<file path="config.mk">
export PLATFORM = sky130hd
export DESIGN_NAME = blk_lock_guard
export DESIGN_NICKNAME = d
export VERILOG_FILES = /design/src/rtl/flk_pkg.sv /design/src/rtl/flk_addr_dec.sv /design/src/rtl/flk_lock_reg.sv /design/src/rtl/flk_prot_eval.sv /design/src/rtl/blk_lock_guard.sv
export SDC_FILE = /design/constraint.sdc
export NUM_CORES = 1
export LEC_CHECK = 0
export ABC_CLOCK_PERIOD_IN_PS = 6920
export CORE_ASPECT_RATIO = 0.9
export CORE_MARGIN = 3
export CORE_UTILIZATION = 50
export CTS_CLUSTER_DIAMETER = 150
export DETAILED_ROUTE_END_ITERATION = 7
export GPL_TIMING_DRIVEN = 0
export PLACE_DENSITY = 0.91
export SYNTH_ARGS = -nofsm -noshare
export SYNTH_HDL_FRONTEND = slang
export SYNTH_SLANG_ARGS = --single-unit
export TNS_END_PERCENT = 10
</file>
<file path="constraint.sdc">
create_clock -name clk -period 6.92 [get_ports clk]
set_input_delay 1.038 -clock clk [delete_from_list [all_inputs] [get_ports clk]]
set_output_delay 1.038 -clock clk [all_outputs]
set_load 0.05 [all_outputs]
</file>
<file path="src/rtl/flk_pkg.sv">
// Package: shared encodings for the flash block lock guard.
// Assumes: operation codes are 2 bits wide; any nonzero code modifies the array.
package flk_pkg;

    typedef enum logic [1:0] {
        OP_READ  = 2'd0,
        OP_PROG  = 2'd1,
        OP_ERASE = 2'd2,
        OP_ERAX  = 2'd3
    } op_kind_e;

    // Per-block lock state; packed so that {rd_lock, freeze, wr_lock} maps to bits 2..0.
    typedef struct packed {
        logic rd_lock;
        logic freeze;
        logic wr_lock;
    } lock_bits_t;

    localparam int LOCK_FIELD_W = 3;

endpackage

</file>
<file path="src/rtl/flk_addr_dec.sv">
// Module: flk_addr_dec
// Decodes a register address into a lock-register hit with block index, or a
// GPI-register hit. Assumes lock registers sit at BASE + n * 2**STRIDE_LOG2.
module flk_addr_dec #(
    parameter int          AW          = 32,
    parameter int          NB          = 8,
    parameter int          BW          = 3,
    parameter int          STRIDE_LOG2 = 16,
    parameter logic [31:0] LOCK_BASE   = 32'hFFB8_0002,
    parameter logic [31:0] GPI_ADDR    = 32'hFFBC_0100
) (
    input  logic [AW-1:0] addr,
    output logic          lock_hit,
    output logic [BW-1:0] lock_blk,
    output logic          gpi_hit
);
    localparam int HW = AW - STRIDE_LOG2;

    logic [AW-1:0] offset;
    logic [HW-1:0] slot;

    // Offset from the lock window base; wraps to a large value below the base.
    always_comb begin
        offset = addr - LOCK_BASE[AW-1:0];
        slot   = offset[AW-1:STRIDE_LOG2];
    end

    // Lock hit needs an exact stride alignment and a slot inside the block count.
    always_comb begin
        lock_hit = (offset[STRIDE_LOG2-1:0] == '0) && (slot < HW'(NB));
        lock_blk = slot[BW-1:0];
        gpi_hit  = (addr == GPI_ADDR[AW-1:0]);
    end

endmodule

</file>
<file path="src/rtl/flk_lock_reg.sv">
// Module: flk_lock_reg
// One block's lock register. Resets to modify-locked; once the freeze bit is
// set, all writes are dropped until reset. Assumes write data is pre-sliced.
module flk_lock_reg
    import flk_pkg::*;
(
    input  logic       clk,
    input  logic       rst_n,
    input  logic       wr_en,
    input  lock_bits_t wr_val,
    output lock_bits_t q
);
    // Holds the lock state; freeze gates every later write.
    always_ff @(posedge clk) begin
        if (!rst_n) begin
            q.wr_lock <= 1'b1;
            q.freeze  <= 1'b0;
            q.rd_lock <= 1'b0;
        end else if (wr_en && !q.freeze) begin
            q <= wr_val;
        end
    end

endmodule

</file>
<file path="src/rtl/flk_prot_eval.sv">
// Module: flk_prot_eval
// Combinational permission check for one array operation. Assumes block NB-1
// is the top block and all lower blocks form the main area.
module flk_prot_eval
    import flk_pkg::*;
#(
    parameter int NB = 8,
    parameter int BW = 3,
    parameter int DW = 8
) (
    input  logic [NB-1:0] wr_lock_v,
    input  logic [NB-1:0] rd_lock_v,
    input  logic [1:0]    op_kind,
    input  logic [BW-1:0] op_blk,
    input  logic [DW-1:0] arr_rdata,
    input  logic          vpp_low,
    input  logic          top_en_n,
    input  logic          main_en_n,
    output logic          is_modify,
    output logic          allow,
    output logic [DW-1:0] rdata
);
    localparam logic [BW-1:0] TOP_BLK = BW'(NB - 1);

    logic in_range;
    logic blk_wl;
    logic blk_rl;
    logic pin_block;

    // Select the addressed block's lock bits; out-of-range indices count as locked.
    always_comb begin
        in_range = (op_blk <= TOP_BLK);
        blk_wl   = in_range ? wr_lock_v[op_blk] : 1'b1;
        blk_rl   = in_range ? rd_lock_v[op_blk] : 1'b1;
    end

    // Board-level inputs: supply, top-block enable, main-blocks enable.
    always_comb begin
        pin_block = vpp_low ||
                    ((op_blk == TOP_BLK) ? !top_en_n : !main_en_n);
    end

    // Final decision and masked read data.
    always_comb begin
        is_modify = (op_kind != OP_READ);
        if (is_modify) begin
            allow = !blk_wl && !pin_block;
        end else begin
            allow = !blk_rl;
        end
        rdata = (!is_modify && allow) ? arr_rdata : '0;
    end

endmodule

</file>
<file path="src/rtl/blk_lock_guard.sv">
// Module: blk_lock_guard (top)
// Lock register file, register port, GPI register and operation guard for a
// multi-block flash. Assumes single-cycle register strobes; a read and a write
// in the same cycle return the value before the write.
module blk_lock_guard
    import flk_pkg::*;
#(
    parameter int          NB          = 8,
    parameter int          AW          = 32,
    parameter int          DW          = 8,
    parameter int          GPI_W       = 5,
    parameter int          STRIDE_LOG2 = 16,
    parameter logic [31:0] LOCK_BASE   = 32'hFFB8_0002,
    parameter logic [31:0] GPI_ADDR    = 32'hFFBC_0100
) (
    input  logic             clk,
    input  logic             rst_n,
    input  logic             reg_wr,
    input  logic             reg_rd,
    input  logic [AW-1:0]    reg_addr,
    input  logic [DW-1:0]    reg_wdata,
    output logic [DW-1:0]    reg_rdata,
    input  logic             op_valid,
    input  logic [1:0]       op_kind,
    input  logic [$clog2(NB)-1:0] op_blk,
    input  logic [DW-1:0]    arr_rdata,
    output logic             op_allow,
    output logic [DW-1:0]    op_rdata,
    input  logic             vpp_low,
    input  logic             top_en_n,
    input  logic             main_en_n,
    input  logic [GPI_W-1:0] gpi,
    input  logic             err_clr,
    output logic             err_flag
);
    localparam int BW = $clog2(NB);

    logic          lock_hit;
    logic [BW-1:0] lock_blk;
    logic          gpi_hit;
    lock_bits_t    wr_val;
    lock_bits_t    lk_q [NB];
    logic [NB-1:0] wl_v;
    logic [NB-1:0] rl_v;
    logic          is_modify;
    logic          reject;
    logic [DW-1:0] rd_next;

    flk_addr_dec #(
        .AW(AW), .NB(NB), .BW(BW), .STRIDE_LOG2(STRIDE_LOG2),
        .LOCK_BASE(LOCK_BASE), .GPI_ADDR(GPI_ADDR)
    ) dec_i (
        .addr(reg_addr),
        .lock_hit(lock_hit),
        .lock_blk(lock_blk),
        .gpi_hit(gpi_hit)
    );

    // Slice the write byte into lock fields; upper bits are discarded.
    always_comb begin
        wr_val = reg_wdata[LOCK_FIELD_W-1:0];
    end

    genvar gi;
    generate
        for (gi = 0; gi < NB; gi++) begin : g_lock
            logic sel_wr;
            // Write strobe for this block only.
            always_comb sel_wr = reg_wr && lock_hit && (lock_blk == BW'(gi));

            flk_lock_reg lr_i (
                .clk(clk),
                .rst_n(rst_n),
                .wr_en(sel_wr),
                .wr_val(wr_val),
                .q(lk_q[gi])
            );

            // Flatten the lock state for the guard.
            always_comb begin
                wl_v[gi] = lk_q[gi].wr_lock;
                rl_v[gi] = lk_q[gi].rd_lock;
            end
        end
    endgenerate

    flk_prot_eval #(.NB(NB), .BW(BW), .DW(DW)) eval_i (
        .wr_lock_v(wl_v),
        .rd_lock_v(rl_v),
        .op_kind(op_kind),
        .op_blk(op_blk),
        .arr_rdata(arr_rdata),
        .vpp_low(vpp_low),
        .top_en_n(top_en_n),
        .main_en_n(main_en_n),
        .is_modify(is_modify),
        .allow(op_allow),
        .rdata(op_rdata)
    );

    // Read mux: GPI pins, a lock register, or zero for unmapped addresses.
    always_comb begin
        rd_next = '0;
        if (gpi_hit) begin
            rd_next[GPI_W-1:0] = gpi;
        end else if (lock_hit) begin
            rd_next[LOCK_FIELD_W-1:0] = lk_q[lock_blk];
        end
    end

    // Read data register; captures on a read strobe and holds otherwise.
    always_ff @(posedge clk) begin
        if (!rst_n) begin
            reg_rdata <= '0;
        end else if (reg_rd) begin
            reg_rdata <= rd_next;
        end
    end

    // A presented modify that the guard refuses.
    always_comb reject = op_valid && is_modify && !op_allow;

    // Sticky error flag; a new rejection outranks the clear.
    always_ff @(posedge clk) begin
        if (!rst_n) begin
            err_flag <= 1'b0;
        end else if (reject) begin
            err_flag <= 1'b1;
        end else if (err_clr) begin
            err_flag <= 1'b0;
        end
    end

endmodule

</file>
Yosys cells after proc, flatten, opt, wreduce, memory -nomap -nowiden
Cells that the tools add are included.
{"block": "word_totals", "register_bits": 30, "input_bits": 67}
{"block": "op_classes", "addsub": 1, "order_cmp": 4, "eq_ne": 9, "muxes": 17, "n_bitwise": 1, "n_reduce_logical": 42}
{"operator": "$eq 32x32->1 const B", "n": 1}
{"operator": "$sub 32x32->32 const B", "n": 1}
{"operator": "$logic_and 1x1->1", "n": 22}
{"operator": "$logic_not 16->1", "n": 1}
{"operator": "$lt 16x4->1 const B", "n": 1}
{"operator": "$eq 3x3->1 const B", "n": 5}
{"operator": "$logic_not 1->1", "n": 15}
{"operator": "$mux 3", "n": 4}
{"operator": "$bmux 3 s3", "n": 1}
{"operator": "$mux 1", "n": 8}
{"operator": "$mux 8", "n": 1}
{"operator": "$bmux 1 s3", "n": 2}
{"operator": "$eq 3x2->1 const B", "n": 2}
{"operator": "$ge 4x4->1 const B", "n": 1}
{"operator": "$lt 3x4->1 const B", "n": 1}
{"operator": "$not 3->4", "n": 1}
{"operator": "$reduce_bool 2->1", "n": 2}
{"operator": "$eq 3x1->1 const B", "n": 1}
{"operator": "$le 3x3->1 const B", "n": 1}
{"operator": "$logic_not 3->1", "n": 1}
{"operator": "$mux 2", "n": 1}
{"operator": "$logic_or 1x1->1", "n": 1}

Longest topological paths before layout
Gate-level depths: netlist of the first run.
{"block": "depth", "ltp_word": 9, "mapped_depth": 9, "ltp_nobuf": 9}

Cells and area by module
A second synthesis of the first run with hierarchy kept.
{"block": "hier_totals", "hier_cells": 278, "area_unflattened_um2": 2401.1}
{"mod": "flk_lock_reg", "n_inst": 8, "cells_each": 12, "area_per_inst_um2": 121.4, "seq_area_each_um2": 60.1}
{"mod": "flk_addr_dec", "n_inst": 1, "cells_each": 89, "area_per_inst_um2": 614.3, "seq_area_each_um2": 0.0}
{"mod": "blk_lock_guard", "n_inst": 1, "cells_each": 70, "area_per_inst_um2": 573.0, "seq_area_each_um2": 120.1}
{"mod": "flk_prot_eval", "n_inst": 1, "cells_each": 23, "area_per_inst_um2": 242.7, "seq_area_each_um2": 0.0}

Worst setup path before layout of the first run
Ideal clock, no wire load.
{"block": "synth_path", "path_type": "input -> output", "from": "in op_blk[0]", "to": "out op_allow", "t_arrival_ns": 3.233, "t_required_ns": 5.882, "setup_slack_ns": 2.649, "cell_stages": 5, "cell_sequence": "clkbuf_1 mux4_2 nor3_1 a21oi_1 o31ai_1"}
{"block": "synth_between", "elab_chain_cells": 6}
{"element": "start, declared", "line": "blk_lock_guard.sv:25", "source": "input logic [$clog2(NB)-1:0] op_blk,"}
{"element": "$bmux 1 s3 or $eq 3x3->1 (tied branches)", "line": "flk_prot_eval.sv:33, flk_prot_eval.sv:40"}
{"element": "$mux 1 (on tied branches)", "line": "flk_prot_eval.sv:33, flk_prot_eval.sv:40"}
{"element": "$mux 1 or $logic_or 1x1->1 (tied branches)", "line": "flk_prot_eval.sv:33, flk_prot_eval.sv:39"}
{"element": "$logic_not 1->1", "line": "flk_prot_eval.sv:47", "source": "allow = !blk_wl && !pin_block;"}
{"element": "$logic_and 1x1->1", "line": "flk_prot_eval.sv:47"}
{"element": "$mux 1 *", "line": "flk_prot_eval.sv:46", "source": "if (is_modify) begin"}
{"element": "end, declared", "line": "blk_lock_guard.sv:27", "source": "output logic op_allow,"}
Every way passes the cells marked *; elsewhere a longest branch is shown, timed or not. The select of a mux whose other input is x is not followed.

Worst setup path in the final report of the first run
{"block": "layout_path", "from": "in op_blk[1]", "to": "out op_allow"}
Same word-level chain as after synthesis.

==> results.yml, run 1 <==
routing:
  drt_pre_antenna_iters: 5
  num_vias: 2908
  viasPerCell: 6.23
  ant_nets: 0
  drtIter0Drc: 302
  routedWlPerCell_um: 17.3
  drt_wl_total_mm: 8.09
  drc_errors: 0
grt:
  grt_pass1_vias: 2624
  grt_max_degree: 11
  grt_pass1_wl_mm: 12.5
  grt_util_all_layers: 0.273
  overflow: 0
  antenna_found_initial: 0
die:
  core_region_area_um2: 4690
  initial_core_util: 0.543
  num_rows: 23
  die_area_um2: 5980
  io_pins: 85
  die_y_um: 73.7
  die_x_um: 81.2
clock_network:
  insertion_delay_ps: 290
  clkTransAtPathRegs_ps: 70
  post_cts_buffers: 0
  root_buffer: "clkbuf_8"
  cts-htree-levels: 2
  cts.repair.resized: 0
  clock-sinks: 30
  hold_buffers: 0
  clockBufferDepth: 2
  cts_tree: "yes"
  numCtsBuffers: 5
flow_run:
  drv_cap: 0
yosys:
  synth_area_leaders: "dfxtp_1 24%, mux2i_1 7.5%, and3_1 3.7%"
  synth-simple-area-share: 0.385
  synth_ff_type: "dfxtp_1"
  synth.top_cell.area_share: 0.236
  synthMuxAreaShare: 0.101
  ys_types: 59
  synth_edf_count: 0
  ys_ff_latch: 30
  synthArstFlopShare: 0
  netlist_area_um2: 2540
  ys_seq_area_frac: 0.236
  yosysWarnings: 0
  synth_top_family_by_area: "simple AND/OR/NAND/NOR gates"
  yosys.area_share.adder: 0.00492
  synth_compound_area_frac: 0.192
  synth_xor_area_frac: 0.0241
  yosysTopAreaCell: "dfxtp_1"
  avgSynthCellArea_um2: 7.95
  syn-instance-count: 320
layout:
  drive_above_1_share: 0.0914
  final_cell_mix: "75 x clkdlybuf4s50_1, 30 x dfxtp_1, 22 x nand2_1, 19 x mux2i_1, 17 x nand3_1"
  areaGrowthSynthToFinish_pct: 36.8
  num_antenna_cells: 0
  fin_nets: 472
  layout_commonest_cell: "clkdlybuf4s50_1"
  fin_area_um2: 3480
setup_path:
  crit_chain: "clkdlybuf4s50_1, mux4_2, nor2b_1, a2111oi_2, inv_1, o31ai_1, clkdlybuf4s50_1"
  critical_path_class: "in2out"
  required_ps: 5880
  ff2ff_setup_slack_ps: 4570
  r2r_start: "g_lock[3].lr_i.q[2]$_SDFFE_PN0P_"
  cp_max_fo: 9
  crit_start: "op_blk[1]"
  timing.rr.end: "err_flag$_SDFFE_PN0P_"
  start_kind: "input port"
  end_kind: "output pin"
  slowest_delay_ps: 900
  crit_end: "op_allow"
  crit_arrival_ps: 4000
  slowest_stage: "clkdlybuf4s50_1"
  r2r_cells: 7
  crit_top_cell: "clkdlybuf4s50_1"
timing:
  fin_ws_ps: 1890
  timing.final.max_slew_violations: 0
  hold_viol: 0
  finalSetupViolations: 0
  worst_pin_slew_ps: 1020
  slew_headroom: 0.313
  clock_skew_ps: 10.3
  fin_setup_tns_ps: 0
  fin_crit_ps: 5030
  min_period_over_period: 0.727
  fmax_mhz: 199
  rsz0062_at_grt: "no"
pwr:
  p_int_uw: 308
  switching_power_uw: 133
  clkPwrFrac: 0.340
  peakVddDrop_mv: 0.0893
  p_leak_nw: 1.27
  pwr-share-seq: 0.393
  switching_share: 0.301
  power_density_nw_per_um2: 127
  comb_power_share: 0.267
placement:
  numPortBuffers: 75
  gp_congestion: 0.975
  dp_hpwl_mm: 6.46
  place_area_um2: 3380
  pre_cts_ws_ps: 1550
status:
  status: "finished, final reports clean"
worst_hold_path:
  hold_depth: 2
  worst_hold_path_type: "reg2reg"
## cell type report
class | count | area (um^2)
multi-input combinational | 259 | 1820
inverter | 12 | 45.0
fill | 380 | 1210
tap | 62 | 77.6
timing repair buffer | 75 | 751
buffer | 21 | 95.1
clock inverter | 2 | 12.5
clock buffer | 6 | 82.6
sequential | 30 | 601
## cell usage after synthesis, types with 4 or more instances
library cell,instances
nor4_1,15
mux2i_1,19
o2111ai_1,4
xnor2_1,4
nand2b_1,6
nor3_1,11
a21boi_0,6
o21ai_1,9
nand4_1,4
nand3_1,17
inv_1,12
and2_1,10
a211oi_1,4
and3_1,15
a2111oi_0,8
buf_2,4
dfxtp_1,30
nand2_1,22
o21ai_0,9
or4_1,10
or3_1,5
nand3_2,8
nor2_1,13
clkbuf_1,13
a21oi_1,5
nor2b_1,11
## power groups by stage
stage                     Clock [mW]  Combinational (mW)  Sequential (mW)
after floorplan                    0              0.0550            0.178
after global placement             0               0.113            0.177
after detailed placement           0               0.115            0.177
after CTS                      0.151               0.115            0.173
after global routing           0.160               0.125            0.173
final                          0.150               0.118            0.173
## worst max-delay path, delay by kind of cell
| kind | cells | cell delay, ps |
|---|---|---|
| buf+inv | 3 | 1610 |
| compound gates | 2 | 860 |
| mux | 1 | 340 |
| simple gates | 1 | 150 |
## registers in the layout (all words and copies together), names as in the netlist
signal and cells:
g_lock.lr_i.q 24, err_flag 1, reg_rdata 5
## metrics by stage
step / util / power [mW] / std cells / hold WS, ps
after CTS: 0.741 / 0.440 / 467 / 470
after floorplan: - / 0.233 / 322 / 434
after global placement: 0.721 / 0.290 / 459 / 451
final: 0.742 / 0.440 / 467 / 466
after global routing: 0.742 / 0.458 / 467 / 494
after detailed placement: 0.721 / 0.292 / 459 / 461
## cell families (layout without fill, tap and decap cells)
family / after synthesis / after routing
XOR/XNOR: 7 / 7
AO/OA/AOI/OAI: 66 / 66
adder cells (fa/ha/maj): 1 / 1
flip-flops: 30 / 30
buffers and inverters: 33 / 116
AND/OR/NAND/NOR: 160 / 160
other: 1 / 3
multiplexers: 22 / 22
## worst min-delay path by stage
| stage | from | slack [ps] | endpoint |
|---|---|---|---|
| 2_1_floorplan | g_lock[0].lr_i.q[1]$_SDFFE_PN0P_ | 430 | g_lock[0].lr_i.q[1]$_SDFFE_PN0P_ |
| 3_3_place_gp | g_lock[0].lr_i.q[1]$_SDFFE_PN0P_ | 450 | g_lock[0].lr_i.q[1]$_SDFFE_PN0P_ |
| 3_5_place_dp | g_lock[2].lr_i.q[1]$_SDFFE_PN0P_ | 460 | g_lock[2].lr_i.q[1]$_SDFFE_PN0P_ |
| 4_1_cts | g_lock[0].lr_i.q[1]$_SDFFE_PN0P_ | 470 | g_lock[0].lr_i.q[1]$_SDFFE_PN0P_ |
| 5_1_grt | g_lock[2].lr_i.q[1]$_SDFFE_PN0P_ | 490 | g_lock[2].lr_i.q[1]$_SDFFE_PN0P_ |
| 6_report | g_lock[2].lr_i.q[1]$_SDFFE_PN0P_ | 470 | g_lock[2].lr_i.q[1]$_SDFFE_PN0P_ |
## layer usage
layer / vias up / wire length (um) / share of wire / global-route usage
met5: - / 0 / 0 / 0
met3: 16 / 777 / 0.096 / 0.0784
met4: 0 / 134 / 0.017 / 0.0788
met2: 156 / 3680 / 0.45 / 0.419
li1: 1396 / - / - / -
met1: 1340 / 3500 / 0.43 / 0.372
(Power assumes the default switching activity.)
==> run 2: changes to the inputs <==
--- a/config.mk
+++ b/config.mk
@@ -5,14 +5,14 @@
 export SDC_FILE = /design/constraint.sdc
 export NUM_CORES = 1
 export LEC_CHECK = 0
-export ABC_CLOCK_PERIOD_IN_PS = 6920
+export ABC_CLOCK_PERIOD_IN_PS = 4400
 export CORE_ASPECT_RATIO = 0.9
 export CORE_MARGIN = 3
-export CORE_UTILIZATION = 50
+export CORE_UTILIZATION = 42
 export CTS_CLUSTER_DIAMETER = 150
 export DETAILED_ROUTE_END_ITERATION = 7
 export GPL_TIMING_DRIVEN = 0
-export PLACE_DENSITY = 0.91
+export PLACE_DENSITY = 0.82
 export SYNTH_ARGS = -nofsm -noshare
 export SYNTH_HDL_FRONTEND = slang
 export SYNTH_SLANG_ARGS = --single-unit
==> constraint.sdc (replaced) <==
create_clock -name clk -period 4.4 [get_ports clk]
set_input_delay 0.66 -clock clk [delete_from_list [all_inputs] [get_ports clk]]
set_output_delay 0.66 -clock clk [all_outputs]
set_load 0.05 [all_outputs]
==> run 2 against run 1 <==
  * Non-clock buffer count unchanged
  * Clock-buffer cell count up 1
  * Worst setup slack worse by 1500 ps
  * Final area up 0.11%
  * Core utilization down 14 points
  * Die area up 18%
  * Global-route usage down 4.8 points
  * Routed wire length down 2.5%
  * Clock skew down 4.6 ps
  * Total power up 51%
  * Critical path depth unchanged
==> results.yml, run 2 (same netlist as run 1, synthesis figures left out) <==
grt:
  antenna_found_initial: 0
  grt_util_all_layers: 0.225
  grt_pass1_vias: 2587
  grt_pass1_wl_mm: 12.6
  overflow: 0
  grt_max_degree: 11
routing:
  drt_pre_antenna_iters: 5
  num_vias: 2866
  routedWlPerCell_um: 16.6
  viasPerCell: 6.05
  drt_wl_total_mm: 7.89
  ant_nets: 0
  drc_errors: 0
  drtIter0Drc: 313
layout:
  final_cell_mix: "75 x clkdlybuf4s50_1, 30 x dfxtp_1, 22 x nand2_1, 19 x mux2i_1, 17 x nand3_1"
  fin_area_um2: 3480
  final_cells: 474
  final-seq-area_um2: 601
  n_fill_cell: 506
  multi_input_area_um2: 1830
  largest_registers: "g_lock.lr_i.q x24, reg_rdata x5, err_flag x1"
  fin_nets: 472
  layout_commonest_cell: "clkdlybuf4s50_1"
  largest_reg_flops: 24
  num_antenna_cells: 0
  areaGrowthSynthToFinish_pct: 36.9
  regMostFlops: "g_lock.lr_i.q"
  drive_above_1_share: 0.0842
die:
  core_region_area_um2: 5760
  die_x_um: 88.1
  die_area_um2: 7030
  num_rows: 26
  die_y_um: 79.8
  initial_core_util: 0.442
  io_pins: 85
timing:
  timing.final.max_slew_violations: 0
  slew_headroom: 0.319
  clock_skew_ps: 5.68
  rsz0062_at_grt: "no"
  fmax_mhz: 248
  fin_crit_ps: 4040
  finalSetupViolations: 0
  min_period_over_period: 0.917
  worst_pin_slew_ps: 1010
  hold_viol: 0
setup_path:
  cp_max_fo: 9
  slowest_stage: "clkdlybuf4s50_1"
  crit_arrival_ps: 3380
  worst-path-buf-inv: 3
  crit_family: "buffers and inverters"
  ff2ff_setup_slack_ps: 2340
  required_ps: 3740
  slowest_delay_ps: 870
  critical_path_class: "in2out"
  end_kind: "output pin"
  crit_chain: "clkdlybuf4s50_1, mux4_2, nor2b_1, a2111oi_4, inv_1, o31ai_1, clkdlybuf4s50_1"
  crit_top_cell: "clkdlybuf4s50_1"
  start_kind: "input port"
pwr:
  power_density_nw_per_um2: 191
  peakVddDrop_mv: 0.190
  power_uw: 665
  p_leak_nw: 1.26
clock_network:
  insertion_delay_ps: 290
  cts_tree: "yes"
  post_cts_buffers: 0
  cts-htree-levels: 2
  clkTransAtPathRegs_ps: 60
  clock-sinks: 30
  root_buffer: "clkbuf_8"
  numCtsBuffers: 5
  clockBufferDepth: 2
flow_run:
  drv_cap: 0
placement:
  dp_hpwl_mm: 6.30
  post-place-cells: 467
  numPortBuffers: 75
  gp_congestion: 0.901
  place_area_um2: 3390
worst_hold_path:
  worst_hold_path_type: "reg2reg"
status:
  status: "finished, final reports clean"
[run 2: changes by cell type in the layout (fill, tap and decap cells not counted)]
cell	delta
clkbuf_1	+2
a2111oi_2	-1
a2111oi_4	+1
clkbuf_8	-1
clkinv_2	-1
clkinvlp_4	-1
[run 2: area by class of cell]
| cell class | count | share of cell area |
|---|---|---|
| tap | 70 | 0.0251 |
| sequential | 30 | 0.172 |
| multi-input combinational | 259 | 0.525 |
| timing repair buffer | 75 | 0.215 |
| inverter | 12 | 0.0129 |
| clock buffer | 7 | 0.0219 |
| buffer | 21 | 0.0273 |
[run 2: final timing paths]
| check | start | end | depth (start not counted) |
|---|---|---|---|
| hold reg to reg | g_lock[0].lr_i.q[1]$_SDFFE_PN0P_ | g_lock[0].lr_i.q[1]$_SDFFE_PN0P_ | 2 |
| setup reg to reg | g_lock[3].lr_i.q[2]$_SDFFE_PN0P_ | err_flag$_SDFFE_PN0P_ | 7 |
| hold / removal | g_lock[0].lr_i.q[1]$_SDFFE_PN0P_ | g_lock[0].lr_i.q[1]$_SDFFE_PN0P_ | 2 |
| setup / recovery | op_blk[1] | op_allow | 7 |
[run 2: worst reg2reg max path: stages, from the launching register on]
cell and delay, ps:
dfxtp_1 340, mux4_2 470, nor2b_1 170, a2111oi_4 490, inv_1 100, o31ai_1 110
o22ai_1 120, and2_1 160
[run 2: through the flow]
| step | TNS [ps] | utilization | worst slack, ps | hold WS [ps] |
|---|---|---|---|---|
| 2_1_floorplan | 0 | - | 885 | 434 |
| 4_1_cts | 0 | 0.603 | 185 | 461 |
| 5_1_grt | 0 | 0.605 | 203 | 479 |
| 3_3_place_gp | -56.5 | 0.589 | -53.1 | 453 |
| 3_5_place_dp | -689 | 0.589 | -155 | 453 |
| 6_report | 0 | 0.605 | 364 | 464 |
[run 2: metal layers]
metal  wire (um)  GRT usage  vias to the layer above
met3         716     0.0382                       15
met5           0          0                        -
met1        3610      0.336                     1330
li1            -          -                     1388
met4          98     0.0574                        0
met2        3460      0.330                      133
[run 2: where the power goes]
part	internal, mW	leakage [nW]	switching [mW]
registers	0.272	0.242	0.000299
logic	0.0868	0.984	0.0978
clock network	0.109	0.0383	0.0990
[run 2: repair_timing]
| item | in CTS | in global routing |
|---|---|---|
| endpoints found under the hold margin | 0 | 0 |
| endpoints found under the setup margin | 9 | 1 |
| resized for setup | 1 | 1 |
| hold buffers | 0 | 0 |
